`config.mk`:
```
export PLATFORM = sky130hd
export DESIGN_NAME = refresh_sched
export DESIGN_NICKNAME = d
export VERILOG_FILES = /design/src/rtl/refsch_pkg.sv /design/src/rtl/refsch_interval_timer.sv /design/src/rtl/refsch_backlog.sv /design/src/rtl/refsch_target_ptr.sv /design/src/rtl/refresh_sched.sv
export SDC_FILE = /design/constraint.sdc
export NUM_CORES = 1
export LEC_CHECK = 0
export ABC_AREA = 0
export CORE_MARGIN = 8
export CORE_UTILIZATION = 32
export DETAILED_ROUTE_END_ITERATION = 6
export GPL_TIMING_DRIVEN = 0
export PLACE_DENSITY = 0.68
export SKIP_LAST_GASP = 1
export SYNTH_ARGS = -nofsm -noshare
export SYNTH_HDL_FRONTEND = slang
export SYNTH_SLANG_ARGS = --single-unit
export TNS_END_PERCENT = 1
```
`constraint.sdc`:
```
create_clock -name clk -period 2.1 [get_ports clk]
set_input_delay 0.21 -clock clk [delete_from_list [all_inputs] [get_ports clk]]
set_output_delay 0.21 -clock clk [all_outputs]
set_load 0.02 [all_outputs]
```
`src/rtl/refsch_pkg.sv`:
```
package refsch_pkg;

  // Index width that never collapses to zero bits.
  function automatic int unsigned idx_w(input int unsigned n);
    return (n > 1) ? $clog2(n) : 1;
  endfunction

  // Width that holds the value n itself.
  function automatic int unsigned val_w(input int unsigned n);
    return $clog2(n + 1);
  endfunction

endpackage

```
`src/rtl/refsch_interval_timer.sv`:
```
module refsch_interval_timer
  import refsch_pkg::*;
#(
  parameter int unsigned INTERVAL = 20
) (
  input  logic clk,
  input  logic rst_n,
  input  logic enable,
  output logic credit
);
  localparam int unsigned CNT_W = val_w(INTERVAL);

  logic [CNT_W-1:0] cnt_q, cnt_d;
  logic             at_one;

  assign at_one = (cnt_q == CNT_W'(1));
  assign credit = enable && at_one;

  always_comb begin
    cnt_d = cnt_q;
    if (enable) begin
      if (at_one) cnt_d = CNT_W'(INTERVAL);
      else        cnt_d = cnt_q - CNT_W'(1);
    end
  end

  always_ff @(posedge clk or negedge rst_n) begin
    if (!rst_n) cnt_q <= CNT_W'(1);
    else        cnt_q <= cnt_d;
  end


  cnt_range_chk: assert property (@(posedge clk) disable iff (!rst_n)
    (cnt_q != '0) && (cnt_q <= CNT_W'(INTERVAL)));

  cnt_frozen_chk: assert property (@(posedge clk) disable iff (!rst_n)
    !enable |=> $stable(cnt_q));
endmodule

```
`src/rtl/refsch_backlog.sv`:
```
module refsch_backlog
  import refsch_pkg::*;
#(
  parameter int unsigned OVERRUN_LIMIT = 10
) (
  input  logic clk,
  input  logic rst_n,
  input  logic credit,
  input  logic take,
  output logic avail,
  output logic overrun
);
  localparam int unsigned PEND_W = val_w(OVERRUN_LIMIT);

  logic [PEND_W-1:0] pend_q, pend_d;
  logic [PEND_W:0]   sum;
  logic              ovf_q, ovf_d;

  assign avail   = (pend_q != '0) || credit;
  assign overrun = ovf_q;

  always_comb begin
    sum   = {1'b0, pend_q} + (PEND_W+1)'(credit) - (PEND_W+1)'(take);
    ovf_d = ovf_q;
    if (sum >= (PEND_W+1)'(OVERRUN_LIMIT)) begin
      pend_d = PEND_W'(OVERRUN_LIMIT);
      ovf_d  = 1'b1;
    end else begin
      pend_d = PEND_W'(sum);
    end
  end

  always_ff @(posedge clk or negedge rst_n) begin
    if (!rst_n) begin
      pend_q <= '0;
      ovf_q  <= 1'b0;
    end else begin
      pend_q <= pend_d;
      ovf_q  <= ovf_d;
    end
  end


  take_backed_chk: assert property (@(posedge clk) disable iff (!rst_n)
    take |-> ((pend_q != '0) || credit));

  pend_cap_chk: assert property (@(posedge clk) disable iff (!rst_n)
    pend_q <= PEND_W'(OVERRUN_LIMIT));

  ovf_sticky_chk: assert property (@(posedge clk) disable iff (!rst_n)
    ovf_q |=> ovf_q);

  pend_dec_chk: assert property (@(posedge clk) disable iff (!rst_n)
    (take && !credit) |=> (pend_q == $past(pend_q) - PEND_W'(1)));
endmodule

```
`src/rtl/refsch_target_ptr.sv`:
```
module refsch_target_ptr
  import refsch_pkg::*;
#(
  parameter int unsigned NUM_BANKS      = 8,
  parameter int unsigned BANKS_PER_RANK = 4,
  parameter int unsigned NUM_RANKS      = 2
) (
  input  logic                             clk,
  input  logic                             rst_n,
  input  logic                             advance,
  output logic [idx_w(NUM_BANKS)-1:0]      bank,
  output logic [idx_w(NUM_RANKS)-1:0]      rank,
  output logic [NUM_BANKS-1:0]             sel
);
  localparam int unsigned BANK_W = idx_w(NUM_BANKS);
  localparam int unsigned RANK_W = idx_w(NUM_RANKS);
  localparam logic [BANK_W-1:0] LAST = BANK_W'(NUM_BANKS - 1);

  logic [BANK_W-1:0] ptr_q, ptr_d;

  always_comb begin
    ptr_d = ptr_q;
    if (advance) ptr_d = (ptr_q == LAST) ? '0 : ptr_q + BANK_W'(1);
  end

  always_ff @(posedge clk or negedge rst_n) begin
    if (!rst_n) ptr_q <= '0;
    else        ptr_q <= ptr_d;
  end

  assign bank = ptr_q;
  assign rank = RANK_W'(int'(ptr_q) / int'(BANKS_PER_RANK));

  for (genvar g = 0; g < NUM_BANKS; g++) begin : g_sel
    assign sel[g] = advance && (ptr_q == BANK_W'(g));
  end


  ptr_wrap_chk: assert property (@(posedge clk) disable iff (!rst_n)
    (advance && ptr_q == LAST) |=> (ptr_q == '0));

  ptr_hold_chk: assert property (@(posedge clk) disable iff (!rst_n)
    !advance |=> $stable(ptr_q));

  ptr_range_chk: assert property (@(posedge clk) disable iff (!rst_n)
    ptr_q <= LAST);
endmodule

```
`src/rtl/refresh_sched.sv`:
```
module refresh_sched
  import refsch_pkg::*;
#(
  parameter int unsigned NUM_RANKS      = 2,
  parameter int unsigned BANKS_PER_RANK = 4,
  parameter int unsigned REFRESH_PERIOD = 160,
  parameter int unsigned OVERRUN_LIMIT  = 10,
  localparam int unsigned NUM_BANKS     = NUM_RANKS * BANKS_PER_RANK,
  localparam int unsigned BANK_W        = idx_w(NUM_BANKS),
  localparam int unsigned RANK_W        = idx_w(NUM_RANKS)
) (
  input  logic                 clk,
  input  logic                 rst_n,
  input  logic                 enable,
  input  logic [NUM_BANKS-1:0] bank_busy,
  input  logic                 path_idle,
  input  logic [NUM_RANKS-1:0] act_room,
  output logic                 ref_fire,
  output logic [BANK_W-1:0]    ref_bank,
  output logic [RANK_W-1:0]    ref_rank,
  output logic [NUM_BANKS-1:0] ref_sel,
  output logic                 overrun
);
  localparam int unsigned INTERVAL = REFRESH_PERIOD / NUM_BANKS;

  // Reset: asserted asynchronously, released after two clock edges.
  logic [1:0] rst_pipe_q;
  logic       rst_int_n;

  always_ff @(posedge clk or negedge rst_n) begin
    if (!rst_n) rst_pipe_q <= 2'b00;
    else        rst_pipe_q <= {rst_pipe_q[0], 1'b1};
  end
  assign rst_int_n = rst_pipe_q[1];

  logic credit, avail;
  logic target_free;

  refsch_interval_timer #(.INTERVAL(INTERVAL)) u_timer (
    .clk    (clk),
    .rst_n  (rst_int_n),
    .enable (enable),
    .credit (credit)
  );

  refsch_backlog #(.OVERRUN_LIMIT(OVERRUN_LIMIT)) u_backlog (
    .clk     (clk),
    .rst_n   (rst_int_n),
    .credit  (credit),
    .take    (ref_fire),
    .avail   (avail),
    .overrun (overrun)
  );

  refsch_target_ptr #(
    .NUM_BANKS      (NUM_BANKS),
    .BANKS_PER_RANK (BANKS_PER_RANK),
    .NUM_RANKS      (NUM_RANKS)
  ) u_ptr (
    .clk     (clk),
    .rst_n   (rst_int_n),
    .advance (ref_fire),
    .bank    (ref_bank),
    .rank    (ref_rank),
    .sel     (ref_sel)
  );

  assign target_free = !bank_busy[ref_bank] && path_idle && act_room[ref_rank];
  assign ref_fire    = rst_int_n && avail && target_free;


  sel_onehot_chk: assert property (@(posedge clk) disable iff (!rst_int_n)
    $onehot0(ref_sel) && (ref_fire == (ref_sel != '0)));

  sel_match_chk: assert property (@(posedge clk) disable iff (!rst_int_n)
    ref_fire |-> ref_sel[ref_bank]);

  rank_map_chk: assert property (@(posedge clk) disable iff (!rst_int_n)
    int'(ref_rank) == int'(ref_bank) / int'(BANKS_PER_RANK));
endmodule

```
Word level (Yosys, flattened, before mapping)
Index checks and enable logic that the tools add are counted.
{"block": "op_classes", "addsub": 4, "order_cmp": 3, "n_eq_ne": 8, "n_mux": 7, "reduce_logical": 17}
{"cell": "1-bit logical AND", "count": 13}
{"cell": "3-bit == test (second input constant)", "count": 4}
{"cell": "3-bit by 2-bit == test with 1-bit output (second input constant)", "count": 2}
{"cell": "4-bit by 1-bit adder with 5-bit output", "count": 1}
{"cell": "5-bit by 1-bit == test with 1-bit output (second input constant)", "count": 1}
{"cell": "5-bit by 4-bit greater-or-equal comparator with 1-bit output (second input constant)", "count": 1}
{"cell": "5-bit 2-to-1 mux", "count": 1}
{"cell": "5-bit by 1-bit subtractor with 5-bit output", "count": 1}
{"cell": "5-bit by 1-bit subtractor with 5-bit output (second input constant)", "count": 1}
{"cell": "3-bit by 4-bit less-than comparator with 1-bit output (second input constant)", "count": 1}
{"cell": "4-bit 2-to-1 mux", "count": 1}
{"cell": "4-bit nonzero test", "count": 1}
{"cell": "3-bit by 1-bit adder with 3-bit output (second input constant)", "count": 1}
{"cell": "1-bit binary-select mux with 3-bit select", "count": 1}
{"cell": "3-bit by 1-bit == test with 1-bit output (second input constant)", "count": 1}
{"cell": "3-bit logical NOT", "count": 1}
{"cell": "1-bit 2-to-1 mux", "count": 3}
{"cell": "3-bit 2-to-1 mux", "count": 1}
{"cell": "1-bit by 2-bit less-than comparator with 1-bit output (second input constant)", "count": 1}
{"cell": "1-bit logical NOT", "count": 1}
{"cell": "1-bit logical OR", "count": 1}
{"block": "totals", "reg_bits": 15, "in_bits": 14, "output_inout_bits": 14, "wordCells": 44}

Depth between registers and ports, before layout
{"block": "depth", "depth_word": 9, "depth_mapped": 13, "depth_no_buf": 12}

Hierarchy
A second synthesis with hierarchy kept.
{"block": "unflattened", "hier_cells": 106, "hier_area_um2": 1076.0}
{"mod": "refsch_backlog", "n_inst": 1, "cells_per_inst": 38, "area_per_inst_um2": 384.1, "seq_area_each_um2": 125.1}
{"mod": "refsch_interval_timer", "n_inst": 1, "cells_per_inst": 27, "area_per_inst_um2": 276.5, "seq_area_each_um2": 126.4}
{"mod": "refsch_target_ptr", "n_inst": 1, "cells_per_inst": 29, "area_per_inst_um2": 271.5, "seq_area_each_um2": 75.1}
{"mod": "refresh_sched", "n_inst": 1, "cells_per_inst": 12, "area_per_inst_um2": 143.9, "seq_area_each_um2": 50.0}

Least setup slack after synthesis
OpenSTA, ideal clock, no wires.
{"block": "synth_timing", "path_kind": "flip-flop to flip-flop", "start": "register u_ptr.ptr_q[0], in the netlist u_ptr.bank[0]", "end": "register u_backlog.ovf_q, in the netlist u_backlog.overrun", "setup_ns": 0.143, "arrival_time_ns": 2.834, "t_required_ns": 1.957, "slack_ns": -0.876, "stages_incl_launch_ff": 14, "period_less_slack_ns": 2.976, "cell_sequence": "dfrtp_1 -> buf_2 -> mux2i_1 -> a22oi_1 -> a221oi_2 -> buf_6 -> ha_1 -> inv_1 -> ha_1 -> fa_1 -> a21oi_1 -> o21bai_1 -> xnor2_1 -> o211ai_1"}
{"block": "synth_via", "elab_chain_cells": 8}
{"element": "start: declaration", "line_no": "refsch_target_ptr.sv:19", "rtl": "logic [BANK_W-1:0] ptr_q, ptr_d;"}
{"element": "start signal: assignment", "line_no": "refsch_target_ptr.sv:28", "rtl": "else ptr_q <= ptr_d;"}
{"element": "1-bit binary-select mux with 3-bit select", "line_no": "refresh_sched.sv:68", "rtl": "assign target_free = !bank_busy[ref_bank] && path_idle && act_room[ref_rank];"}
{"element": "1-bit 2-to-1 mux (implied by the code)", "line_no": "refresh_sched.sv:68"}
{"element": "1-bit logical NOT", "line_no": "refresh_sched.sv:68"}
{"element": "1-bit logical AND (2 in series)", "line_no": "refresh_sched.sv:68"}
{"element": "1-bit logical AND", "line_no": "refresh_sched.sv:69", "rtl": "assign ref_fire = rst_int_n && avail && target_free;"}
{"element": "net ref_fire", "line_no": "refresh_sched.sv:18", "rtl": "output logic ref_fire,"}
{"element": "5-bit by 1-bit subtractor with 5-bit output", "line_no": "refsch_backlog.sv:23", "rtl": "sum = {1'b0, pend_q} + (PEND_W+1)'(credit) - (PEND_W+1)'(take);"}
{"element": "5-bit by 4-bit greater-or-equal comparator with 1-bit output", "line_no": "refsch_backlog.sv:25", "rtl": "if (sum >= (PEND_W+1)'(OVERRUN_LIMIT)) begin"}
{"element": "end signal: assignment", "line_no": "refsch_backlog.sv:39", "rtl": "ovf_q <= ovf_d;"}
{"element": "end: declaration", "line_no": "refsch_backlog.sv:17", "rtl": "logic ovf_q, ovf_d;"}
The timed path passes the listed nets, and every way through them passes these cells. The select of a mux whose other input is x is not followed.
A chain may end at the register's enable or synchronous reset.

Worst setup path after layout
{"block": "layout_timing", "start": "register u_ptr.ptr_q[0], in the netlist u_ptr.bank[0]", "end": "register u_backlog.ovf_q, in the netlist u_backlog.overrun"}
{"block": "layout_via", "elab_chain_cells": 8}
{"element": "1-bit binary-select mux with 3-bit select", "line_no": "refresh_sched.sv:68"}
{"element": "1-bit 2-to-1 mux (implied by the code)", "line_no": "refresh_sched.sv:68"}
{"element": "1-bit logical NOT", "line_no": "refresh_sched.sv:68"}
{"element": "1-bit logical AND (2 in series)", "line_no": "refresh_sched.sv:68"}
{"element": "1-bit logical AND", "line_no": "refresh_sched.sv:69"}
{"element": "5-bit by 1-bit subtractor with 5-bit output", "line_no": "refsch_backlog.sv:23"}
{"element": "5-bit by 4-bit greater-or-equal comparator with 1-bit output", "line_no": "refsch_backlog.sv:25"}
No other way between the ends. The select of a mux whose other input is x is not followed.

==> flow_metrics.py <==
metrics = {
    "finish": {
        "diodes": 0,
        "syn_to_final_growth_pct": 52.0,
        "instances_no_fill": 194,
        "nets": 178,
        "drive_above_1_share_pct": 28.4,
        "post-route-util_pct": 49.6,
    },
    "clock_tree": {
        "cts_buffers": 3,
        "clk_pin_slew_worst_paths_ns": 0.08,
        "htree_levels": 1,
        "cts_tree": "built",
        "hold_buffers": 0,
        "insertion_delay_ns": 0.28,
        "root_buffer": "clkbuf_4",
        "cts_sinks": 15,
        "cts.path.max_buffers": 2,
    },
    "power": {
        "max-vdd-ir-drop_mv": 0.538,
        "leakagePower_nw": 0.796,
        "powerDensity_nw_per_um2": 1130,
    },
    "synth": {
        "netlist_area_um2": 1070,
        "syn_nets": 132,
        "synth-simple-area-share_pct": 19.8,
        "synthAdderAreaFrac_pct": 18.2,
        "synth_top_area_share_pct": 32.7,
        "synth_edf_count": 0,
        "ys_types": 33,
        "synth_top_cells_by_count": "dfrtp_1, ha_1, inv_1",
        "ys.flop_type": "dfrtp_1",
        "synth_top_family_by_area": "simple AND/OR/NAND/NOR gates",
        "yosys_warnings": 0,
        "yosys.area_share.xor_xnor_pct": 4.08,
        "synthArstFlopShare_pct": 100,
        "synth-seq-area-share_pct": 35.1,
        "ys_ff_latch": 15,
        "synth_cells": 103,
        "muxShareOfSynthArea_pct": 6.65,
        "ys_top_cells_by_area": "dfrtp_1, ha_1, mux2i_1, inv_1, and3_1",
        "yosysTopAreaCell": "dfrtp_1",
        "avgSynthCellArea_um2": 10.4,
        "synth_compound_area_share_pct": 9.33,
    },
    "worst_setup_path": {
        "cp.required_ns": 2.25,
        "cp_max_fo": 6,
        "worst_path_max_delay_cell": "dfrtp_2",
        "slowest_delay_ns": 0.42,
        "startpoint": "u_ptr.bank[0]",
        "cp.arrival_ns": 2.86,
        "crit_path_cell_trace": "buf_6 > mux2i_1 > a22oi_2 > a221oi_4 > buf_6 > ha_4 > inv_2 > ha_4 > fa_2 > a21oi_2 > o21bai_2 > xnor2_2 > o211ai_1",
        "rr_startpoint": "u_ptr.bank[0]",
        "crit_path_start_kind": "flop",
        "critPathKind": "reg -> reg",
        "endpoint_kind": "flop",
    },
    "global_route": {
        "grt_pass1_vias": 954,
        "grt_pass1_wl_um": 4510,
        "grt_usage_pct": 10.9,
        "overflow": 0,
        "antenna_found_initial": 0,
        "grt_max_degree": 15,
    },
    "sta": {
        "setup_viol": 14,
        "fin_skew_ns": 0.00265,
        "hold_ws_ns": 0.0749,
        "max_freq_ghz": 0.369,
        "finalSetupTns_ns": -8.00,
        "final_max_slew_viol_count": 0,
        "rsz0062_at_grt": "yes",
        "hold_viol": 0,
        "fin_ws_ns": -0.609,
        "period_share_pct": 129,
        "period_minus_slack_ns": 2.71,
    },
    "die": {
        "core_um2": 3280,
        "dieArea_um2": 5460,
        "chipHeight_um": 73.9,
        "io_pins": 28,
        "initial_core_util_pct": 32.6,
        "die_w_um": 73.9,
        "rows": 21,
    },
    "place": {
        "port_buffers": 27,
        "gp_congestion": 0.763,
        "hpwl_um": 1980,
        "dp.cells": 176,
    },
    "routing": {
        "wl_um": 2750,
        "dr_total_vias": 881,
        "drt_iter0_drc": 19,
        "post_drt_wl_per_cell_um": 14.2,
        "drcViolationCount": 0,
        "dr.pass1.iters": 4,
        "viasPerCell": 4.54,
        "ant_nets": 0,
    },
    "run_status": {
        "failed_checks": "setup timing",
        "status": "finished with violations",
    },
    "flow_run": {
        "cap_violations": 0,
    },
    "worst_hold_path": {
        "hold_class": "in -> async",
    },
}
path summary, 6_finish.rpt:
path	to	slack (ns)	cells after the start
worst min register to register	u_ptr.bank[1]	0.16	0
min in group clk	u_timer.cnt_q[1]	0.34	2
max in group asynchronous	u_timer.cnt_q[0]	1.65	0
worst max-delay path	u_backlog.overrun	-0.61	13
worst min-delay path	rst_pipe_q[1]	0.07	1
worst max register to register	u_backlog.overrun	-0.61	13
worst max-delay path: cells and delay by family, from the launching register on:
kind,cells,cell delay (ns)
flops,1,0.42
xor+xnor,1,0.26
fa+ha+maj,3,0.75
mux,1,0.12
buf+inv,3,0.31
compound gates,5,0.69
area by class of cell:
type | count | area, um2
sequential | 15 | 383
tap | 46 | 57.6
clock buffer | 4 | 26.3
timing repair buffer | 41 | 374
multi-input combinational | 73 | 714
fill | 312 | 1650
inverter | 12 | 45.0
buffer | 3 | 30.0
metrics by stage:
step                      cell area [um2]  power (W)  worst slack [ns]
after global placement               1430    0.00141             -1.19
after detailed placement             1430    0.00145             -1.30
after floorplan                      1110    0.00117            -0.712
final                                1630    0.00184            -0.609
after CTS                            1610    0.00182            -0.631
after global routing                 1630    0.00200            -0.757
cell usage in the layout, fill, tap and decap left out, types with 2 or more instances in the layout:
| master | instances |
|---|---|
| and3_1 | 7 |
| o211ai_1 | 2 |
| nor2_1 | 2 |
| nor3b_4 | 2 |
| ha_4 | 3 |
| nand2b_1 | 2 |
| clkdlybuf4s50_1 | 26 |
| buf_4 | 15 |
| dfrtp_1 | 9 |
| buf_6 | 2 |
| and3b_1 | 3 |
| o21ai_0 | 3 |
| a21oi_1 | 2 |
| and2_1 | 4 |
| nand2_1 | 6 |
| a22oi_2 | 2 |
| clkbuf_4 | 3 |
| mux2i_1 | 6 |
| inv_1 | 10 |
| xor2_1 | 2 |
| dfrtp_2 | 5 |
| xnor2_1 | 2 |
| inv_2 | 2 |
| ha_1 | 11 |
flip-flops by register name (all words and copies together), names as in the netlist:
signal             cells
rst_pipe_q             2
u_timer.cnt_q          5
u_backlog.overrun      1
u_ptr.bank             3
u_backlog.pend_q       4
cells by family (layout without fill, tap and decap cells):
logic type / count (synthesis) / after routing
AND/OR/NAND/NOR: 31 / 31
adder cells (fa/ha/maj): 15 / 15
flip-flops: 15 / 15
buffers and inverters: 15 / 60
AO/OA/AOI/OAI: 14 / 14
multiplexers: 7 / 7
XOR/XNOR: 5 / 5
other: 1 / 1
what timing repair did:
| action | in CTS | in global routing |
|---|---|---|
| hold endpoints to repair | 0 | 0 |
| gates resized for setup | 13 | 2 |
| gates cloned | 0 | 0 |
| endpoints found under the setup margin | 14 | 14 |
| pin swaps | 10 | 7 |
| buffers inserted | 12 | 2 |
layer usage:
layer	share of wire, %	global-route usage, %	wire (um)
met3	5.6	4.37	154
met1	41	11.2	1140
met5	0	0	0
met4	0.44	2.66	12
met2	52	19.9	1440
where the power goes:
part	internal (W)	total, W	leakage (nW)	switching, W
registers	0.000400	0.000512	0.166	0.000111
clock network	0.0000738	0.000165	0.0150	0.0000916
logic	0.000590	0.00117	0.615	0.000576
total	0.00106	0.00184	0.796	0.000779
Power figures use the tool's default switching activity.
